$ cat src/rtl/subrow_pkg.sv
package subrow_pkg;

  localparam logic [2:0] WID_X2  = 3'b001;
  localparam logic [2:0] WID_X4  = 3'b010;
  localparam logic [2:0] WID_X8  = 3'b011;
  localparam logic [2:0] WID_X16 = 3'b100;

  localparam logic [1:0] SUB_FULL = 2'b00;
  localparam logic [1:0] SUB_HALF = 2'b01;
  localparam logic [1:0] SUB_QTR  = 2'b10;

  typedef enum logic [1:0] {
    MODE_IDLE = 2'd0,
    MODE_FULL = 2'd1,
    MODE_HALF = 2'd2
  } bank_mode_e;

  typedef struct packed {
    bank_mode_e mode;
    logic       sr1;
  } bank_ent_t;

  function automatic logic width_known(input logic [2:0] w);
    return (w == WID_X2) || (w == WID_X4) || (w == WID_X8) || (w == WID_X16);
  endfunction

  // Partial sensing only at the narrowest width; quarter is taken as half.
  function automatic logic pair_legal(input logic [2:0] w, input logic [1:0] s);
    if (!width_known(w))              return 1'b0;
    if (s == SUB_FULL)                return 1'b1;
    if (s == SUB_HALF || s == SUB_QTR) return (w == WID_X2);
    return 1'b0;
  endfunction

endpackage

$ cat src/rtl/subrow_cfg_reg.sv
module subrow_cfg_reg
  import subrow_pkg::*;
(
  input  logic       clk,
  input  logic       rst,
  input  logic       wr_en,
  input  logic [2:0] wr_width,
  input  logic [1:0] wr_sub,
  output logic [2:0] width_q,
  output logic [1:0] sub_q,
  output logic       err_q,
  output logic       half_mode
);

  logic accept;

  always_comb accept = pair_legal(wr_width, wr_sub);

  always_ff @(posedge clk) begin
    if (rst) begin
      width_q <= WID_X2;
      sub_q   <= SUB_FULL;
      err_q   <= 1'b0;
    end else if (wr_en) begin
      if (accept) begin
        width_q <= wr_width;
        sub_q   <= wr_sub;
      end else begin
        err_q <= 1'b1;
      end
    end
  end

  // Any stored non-full setting (half or quarter) senses half a row.
  always_comb half_mode = (sub_q != SUB_FULL);

endmodule

$ cat src/rtl/subrow_bank_table.sv
module subrow_bank_table
  import subrow_pkg::*;
#(
  parameter int BANKS  = 8,
  parameter int BANK_W = 3
) (
  input  logic              clk,
  input  logic              rst,
  input  logic              half_mode,
  input  logic              act_en,
  input  logic [BANK_W-1:0] act_bank,
  input  logic              act_sr1,
  input  logic              ref_en,
  input  logic              ref_all,
  input  logic [BANK_W-1:0] ref_bank,
  input  logic              pre_en,
  input  logic              pre_all,
  input  logic [BANK_W-1:0] pre_bank,
  input  logic [BANK_W-1:0] rd_bank,
  output bank_ent_t         rd_ent
);

  bank_ent_t [BANKS-1:0] tbl;

  for (genvar b = 0; b < BANKS; b++) begin : g_bank
    localparam logic [BANK_W-1:0] IDX = BANK_W'(b);
    bank_ent_t ent_q;
    bank_ent_t ent_d;
    logic      hit_ref;
    logic      hit_act;
    logic      hit_pre;

    always_comb begin
      hit_ref = ref_en && (ref_all || ref_bank == IDX);
      hit_act = act_en && (act_bank == IDX);
      hit_pre = pre_en && (pre_all || pre_bank == IDX);
      ent_d   = ent_q;
      if (hit_ref) begin
        ent_d.mode = MODE_FULL;
        ent_d.sr1  = 1'b0;
      end
      if (hit_act) begin
        ent_d.mode = half_mode ? MODE_HALF : MODE_FULL;
        ent_d.sr1  = act_sr1;
      end
      if (hit_pre) begin
        ent_d.mode = MODE_IDLE;
        ent_d.sr1  = 1'b0;
      end
    end

    always_ff @(posedge clk) begin
      if (rst) begin
        ent_q.mode <= MODE_IDLE;
        ent_q.sr1  <= 1'b0;
      end else begin
        ent_q <= ent_d;
      end
    end

    assign tbl[b] = ent_q;
  end

  always_comb rd_ent = tbl[rd_bank];

endmodule

$ cat src/rtl/subrow_col_check.sv
module subrow_col_check
  import subrow_pkg::*;
#(
  parameter int BANK_W = 3
) (
  input  logic              clk,
  input  logic              rst,
  input  logic              col_en,
  input  logic [BANK_W-1:0] col_bank,
  input  logic              col_sc1,
  input  bank_ent_t         ent,
  output logic              sub_viol_q,
  output logic              no_row_q,
  output logic [BANK_W-1:0] bank_q
);

  logic mismatch;
  logic idle;

  always_comb begin
    idle     = (ent.mode == MODE_IDLE);
    mismatch = (ent.mode == MODE_HALF) && (ent.sr1 != col_sc1);
  end

  always_ff @(posedge clk) begin
    if (rst) begin
      sub_viol_q <= 1'b0;
      no_row_q   <= 1'b0;
      bank_q     <= '0;
    end else begin
      sub_viol_q <= col_en && mismatch;
      no_row_q   <= col_en && idle;
      if (col_en) bank_q <= col_bank;
    end
  end

endmodule

$ cat src/rtl/subrow_guard.sv
module subrow_guard
  import subrow_pkg::*;
#(
  parameter  int BANKS  = 8,
  localparam int BANK_W = (BANKS > 1) ? $clog2(BANKS) : 1
) (
  input  logic              clk,
  input  logic              rst,
  input  logic              cfg_wr_en,
  input  logic [2:0]        cfg_width,
  input  logic [1:0]        cfg_sub,
  input  logic              act_en,
  input  logic [BANK_W-1:0] act_bank,
  input  logic              act_sr1,
  input  logic              ref_en,
  input  logic              ref_all,
  input  logic [BANK_W-1:0] ref_bank,
  input  logic              col_en,
  input  logic [BANK_W-1:0] col_bank,
  input  logic              col_sc1,
  input  logic              pre_en,
  input  logic              pre_all,
  input  logic [BANK_W-1:0] pre_bank,
  output logic [2:0]        cfg_width_q,
  output logic [1:0]        cfg_sub_q,
  output logic              cfg_err,
  output logic              sub_viol_valid,
  output logic              no_row_valid,
  output logic [BANK_W-1:0] viol_bank
);

  logic      half_mode;
  bank_ent_t col_ent;

  subrow_cfg_reg u_cfg (
    .clk       (clk),
    .rst       (rst),
    .wr_en     (cfg_wr_en),
    .wr_width  (cfg_width),
    .wr_sub    (cfg_sub),
    .width_q   (cfg_width_q),
    .sub_q     (cfg_sub_q),
    .err_q     (cfg_err),
    .half_mode (half_mode)
  );

  subrow_bank_table #(.BANKS(BANKS), .BANK_W(BANK_W)) u_tbl (
    .clk       (clk),
    .rst       (rst),
    .half_mode (half_mode),
    .act_en    (act_en),
    .act_bank  (act_bank),
    .act_sr1   (act_sr1),
    .ref_en    (ref_en),
    .ref_all   (ref_all),
    .ref_bank  (ref_bank),
    .pre_en    (pre_en),
    .pre_all   (pre_all),
    .pre_bank  (pre_bank),
    .rd_bank   (col_bank),
    .rd_ent    (col_ent)
  );

  subrow_col_check #(.BANK_W(BANK_W)) u_chk (
    .clk        (clk),
    .rst        (rst),
    .col_en     (col_en),
    .col_bank   (col_bank),
    .col_sc1    (col_sc1),
    .ent        (col_ent),
    .sub_viol_q (sub_viol_valid),
    .no_row_q   (no_row_valid),
    .bank_q     (viol_bank)
  );

endmodule

$ cat config.mk
export PLATFORM = sky130hd
export DESIGN_NAME = subrow_guard
export DESIGN_NICKNAME = d
export VERILOG_FILES = /design/src/rtl/subrow_pkg.sv /design/src/rtl/subrow_cfg_reg.sv /design/src/rtl/subrow_bank_table.sv /design/src/rtl/subrow_col_check.sv /design/src/rtl/subrow_guard.sv
export SDC_FILE = /design/constraint.sdc
export NUM_CORES = 1
export LEC_CHECK = 0
export BUFFER_PORTS_ARGS = -buffer_cell sky130_fd_sc_hd__buf_2
export CAP_MARGIN = 20
export CORE_UTILIZATION = 53
export DETAILED_ROUTE_END_ITERATION = 8
export PLACE_DENSITY = 0.89
export SETUP_SLACK_MARGIN = 0.3
export SLEW_MARGIN = 20
export SYNTH_ARGS = -nofsm -noshare
export SYNTH_HDL_FRONTEND = slang
export SYNTH_SLANG_ARGS = --single-unit
$ cat constraint.sdc
create_clock -name clk -period 1.47 [get_ports clk]
set_input_delay 0 -clock clk [delete_from_list [all_inputs] [get_ports clk]]
set_output_delay 0 -clock clk [all_outputs]
set_load 0.01 [all_outputs]
==> flow_summary.ini <==
[critical_path]
end_kind = register
crit_fanout = 2
worst_path_max_delay_cell = mux4_2
critPathArrivalTime_ps = 1610
cp.buffers_inverters = 0
crit_start = u_tbl.g_bank[3].ent_q[0]$_SDFFE_PP0P_
critical_path_class = register to register
cpLargestDelayFamily = multiplexers
path_cells = mux4_2 -> mux2i_2 -> xor2_1 -> nor3_1
rr_startpoint = u_tbl.g_bank[3].ent_q[0]$_SDFFE_PP0P_
cp.required_ps = 1720
cp-start-kind = register
cp_slowest_stage_delay_ps = 480

[power]
power_density_nw_per_um2 = 800
peakVddDrop_mv = 0.656
leakagePower_nw = 0.902
power_w = 0.00185

[yosys]
synthCells = 211
yosys_most_used_dff = dfxtp_1
synthesis.nets = 240
synth_area_per_cell_sq_um = 8.86
ys_ff_latch = 35
synthArstFlopShare = 0
ys_types = 38
yosys_warnings = 0
synth_edf_count = 0
syn_area_sq_um = 1870
yosysSeqAreaShare = 0.375

[sta]
min_period_over_period = 0.923
skew_ps = 9.04
post-route-min-period_ps = 1360
timing.fmax_mhz = 737
maxSlewViolCount = 0
tightest_slew_ps = 466
rsz0062_at_grt = yes
hold_viol_final = 0
setup_viol = 0
timing.slew.headroom = 0.686
finalWorstSetupSlack_ps = 114

[die]
io-pin-count = 39
rows = 21
core_area_sq_um = 3360
die_w_um = 61.4
die_h_um = 61.4
dieArea_sq_um = 3770
initial_core_util = 0.556

[run]
maxCapViolCount = 0

[global_route]
grt_pass1_vias = 1548
grt_start_max_net_pins = 25
grt.total_usage = 0.267
globalRouteOverflowTotal = 0
antenna_found_initial = 0
grt_pass1_wl_um = 7040

[run_status]
outcome = finished, final reports clean

[clock_tree]
cts_tree = done
clock_sinks = 35
clk_latency_ps = 350
cts_buffers = 5
clockRootBuffer = clkbuf_4
cts_max_path_buffers = 2
htreeDepth = 2
clk_pin_slew_ps = 100

[route]
wl_per_cell_um = 14.9
ant_nets = 0
dr.pass1.iters = 5
drc_errors = 0
vias = 1742
drt_iter0_drc = 79
vias_per_cell = 5.66
wirelength_um = 4580

[layout]
diodes = 0
nets = 290
post-route-util = 0.686
area_delta_synth_final_pct = 23.4
drive_above_1_share = 0.256

[placement]
pre_cts_slack_ps = -70.2
hpwl_um = 3210
numPortBuffers = 38
place_congestion = 0.815

[min_path]
min_from = rst
min_path_type = primary input to register
[cells in the mapped netlist, drive strengths merged, types with 2 or more instances]
library cell,count,share of area
a21o,3,0.012
a21oi,12,0.032
a22oi,2,0.0080
a311oi,7,0.033
a31o,2,0.0094
a31oi,4,0.013
and3b,4,0.019
buf,2,0.0087
clkbuf,6,0.012
dfxtp,35,0.37
inv,12,0.024
mux2i,14,0.075
mux4,5,0.060
nand2,9,0.018
nand2b,14,0.047
nand3,13,0.035
nand3b,3,0.012
nand4b,5,0.023
nor2,22,0.044
nor3,3,0.0080
nor3b,6,0.024
o21ai,12,0.032
o21bai,2,0.0080
[metrics by stage]
| stage | instances | instance area (sq um) | hold slack, ps | setup TNS [ps] |
|---|---|---|---|---|
| CTS | 308 | 2290 | 24.2 | 0 |
| finish | 308 | 2310 | 23.4 | 0 |
| floorplan | 211 | 1890 | 147 | 0 |
| global route | 308 | 2310 | 29.7 | 0 |
| global placement | 288 | 2110 | 258 | 0 |
| detailed placement | 288 | 2110 | 270 | -214 |
[sequential cells by signal (all words and copies together) (netlist names)]
name and cells:
u_cfg.err_q 1, u_cfg.sub_q 2, u_cfg.width_q 3, u_chk.bank_q 3
u_chk.no_row_q 1, u_chk.sub_viol_q 1, u_tbl.g_bank.ent_q 24
[final cells by class]
| class | count | area (sq um) |
|---|---|---|
| flip-flops and latches | 35 | 708 |
| well taps | 46 | 57.6 |
| multi-input cells | 156 | 1110 |
| fillers | 284 | 1060 |
| repair buffers | 51 | 323 |
| inverters | 12 | 57.6 |
| clock inverters | 1 | 5.00 |
| clock buffers | 7 | 45.0 |
[layout by cell type, fill, tap and decap left out, types with 3 or more instances in the layout]
cell and instances:
nor3b_1 6, mux2i_1 12, nand2_1 9, and3b_1 4
a311oi_1 7, a31oi_1 4, dfxtp_2 6, buf_2 36
a21o_1 3, mux4_2 5, nand3_1 13, dlygate4sd3_1 12
inv_1 10, clkbuf_4 5, nor2_1 21, a21oi_1 11
o21ai_0 12, nor3_1 3, buf_4 3, nand4b_1 5
nand2b_1 14, dfxtp_1 29, nand3b_1 3
[metal layers]
metal / wire (um) / track usage
met1: 2050 / 0.326
met2: 2250 / 0.432
met3: 174 / 0.0609
met4: 103 / 0.156
met5: 0 / 0
[where the power goes]
group / total, W / internal [W] / switching, W
sequential: 0.00100 / 0.000982 / 0.0000180
clock: 0.000505 / 0.000186 / 0.000319
combinational: 0.000342 / 0.000157 / 0.000185
[path summary, 6_finish.rpt]
check,end,cells after the start,slack [ps]
setup reg to reg,u_chk.sub_viol_q$_SDFF_PP0_,4,110
hold reg to reg,u_tbl.g_bank[2].ent_q[0]$_SDFFE_PP0P_,2,470
setup / recovery,u_chk.sub_viol_q$_SDFF_PP0_,4,110
hold / removal,u_chk.bank_q[0]$_SDFFE_PP0P_,2,20
[repair_timing]
item | in CTS | in global routing
pin swaps | 1 | 3
hold endpoints to repair | 16 | 0
endpoints found under the setup margin | 2 | 8
resized for setup | 3 | 9
buffers inserted | 0 | 0
hold buffers | 12 | 0
[cell families (layout without fill, tap and decap cells)]
group	after synthesis	in the layout	share of synthesized area
adders and majority gates	1	1	0.00669
muxes	19	19	0.135
buffers and inverters	20	71	0.0448
AOI/OAI and AO/OA	46	46	0.163
and+or+nand+nor	89	89	0.271
xor gates and xnor gates	1	1	0.00469
DFF	35	35	0.375
No activity file was read; power rests on OpenSTA's default activity.
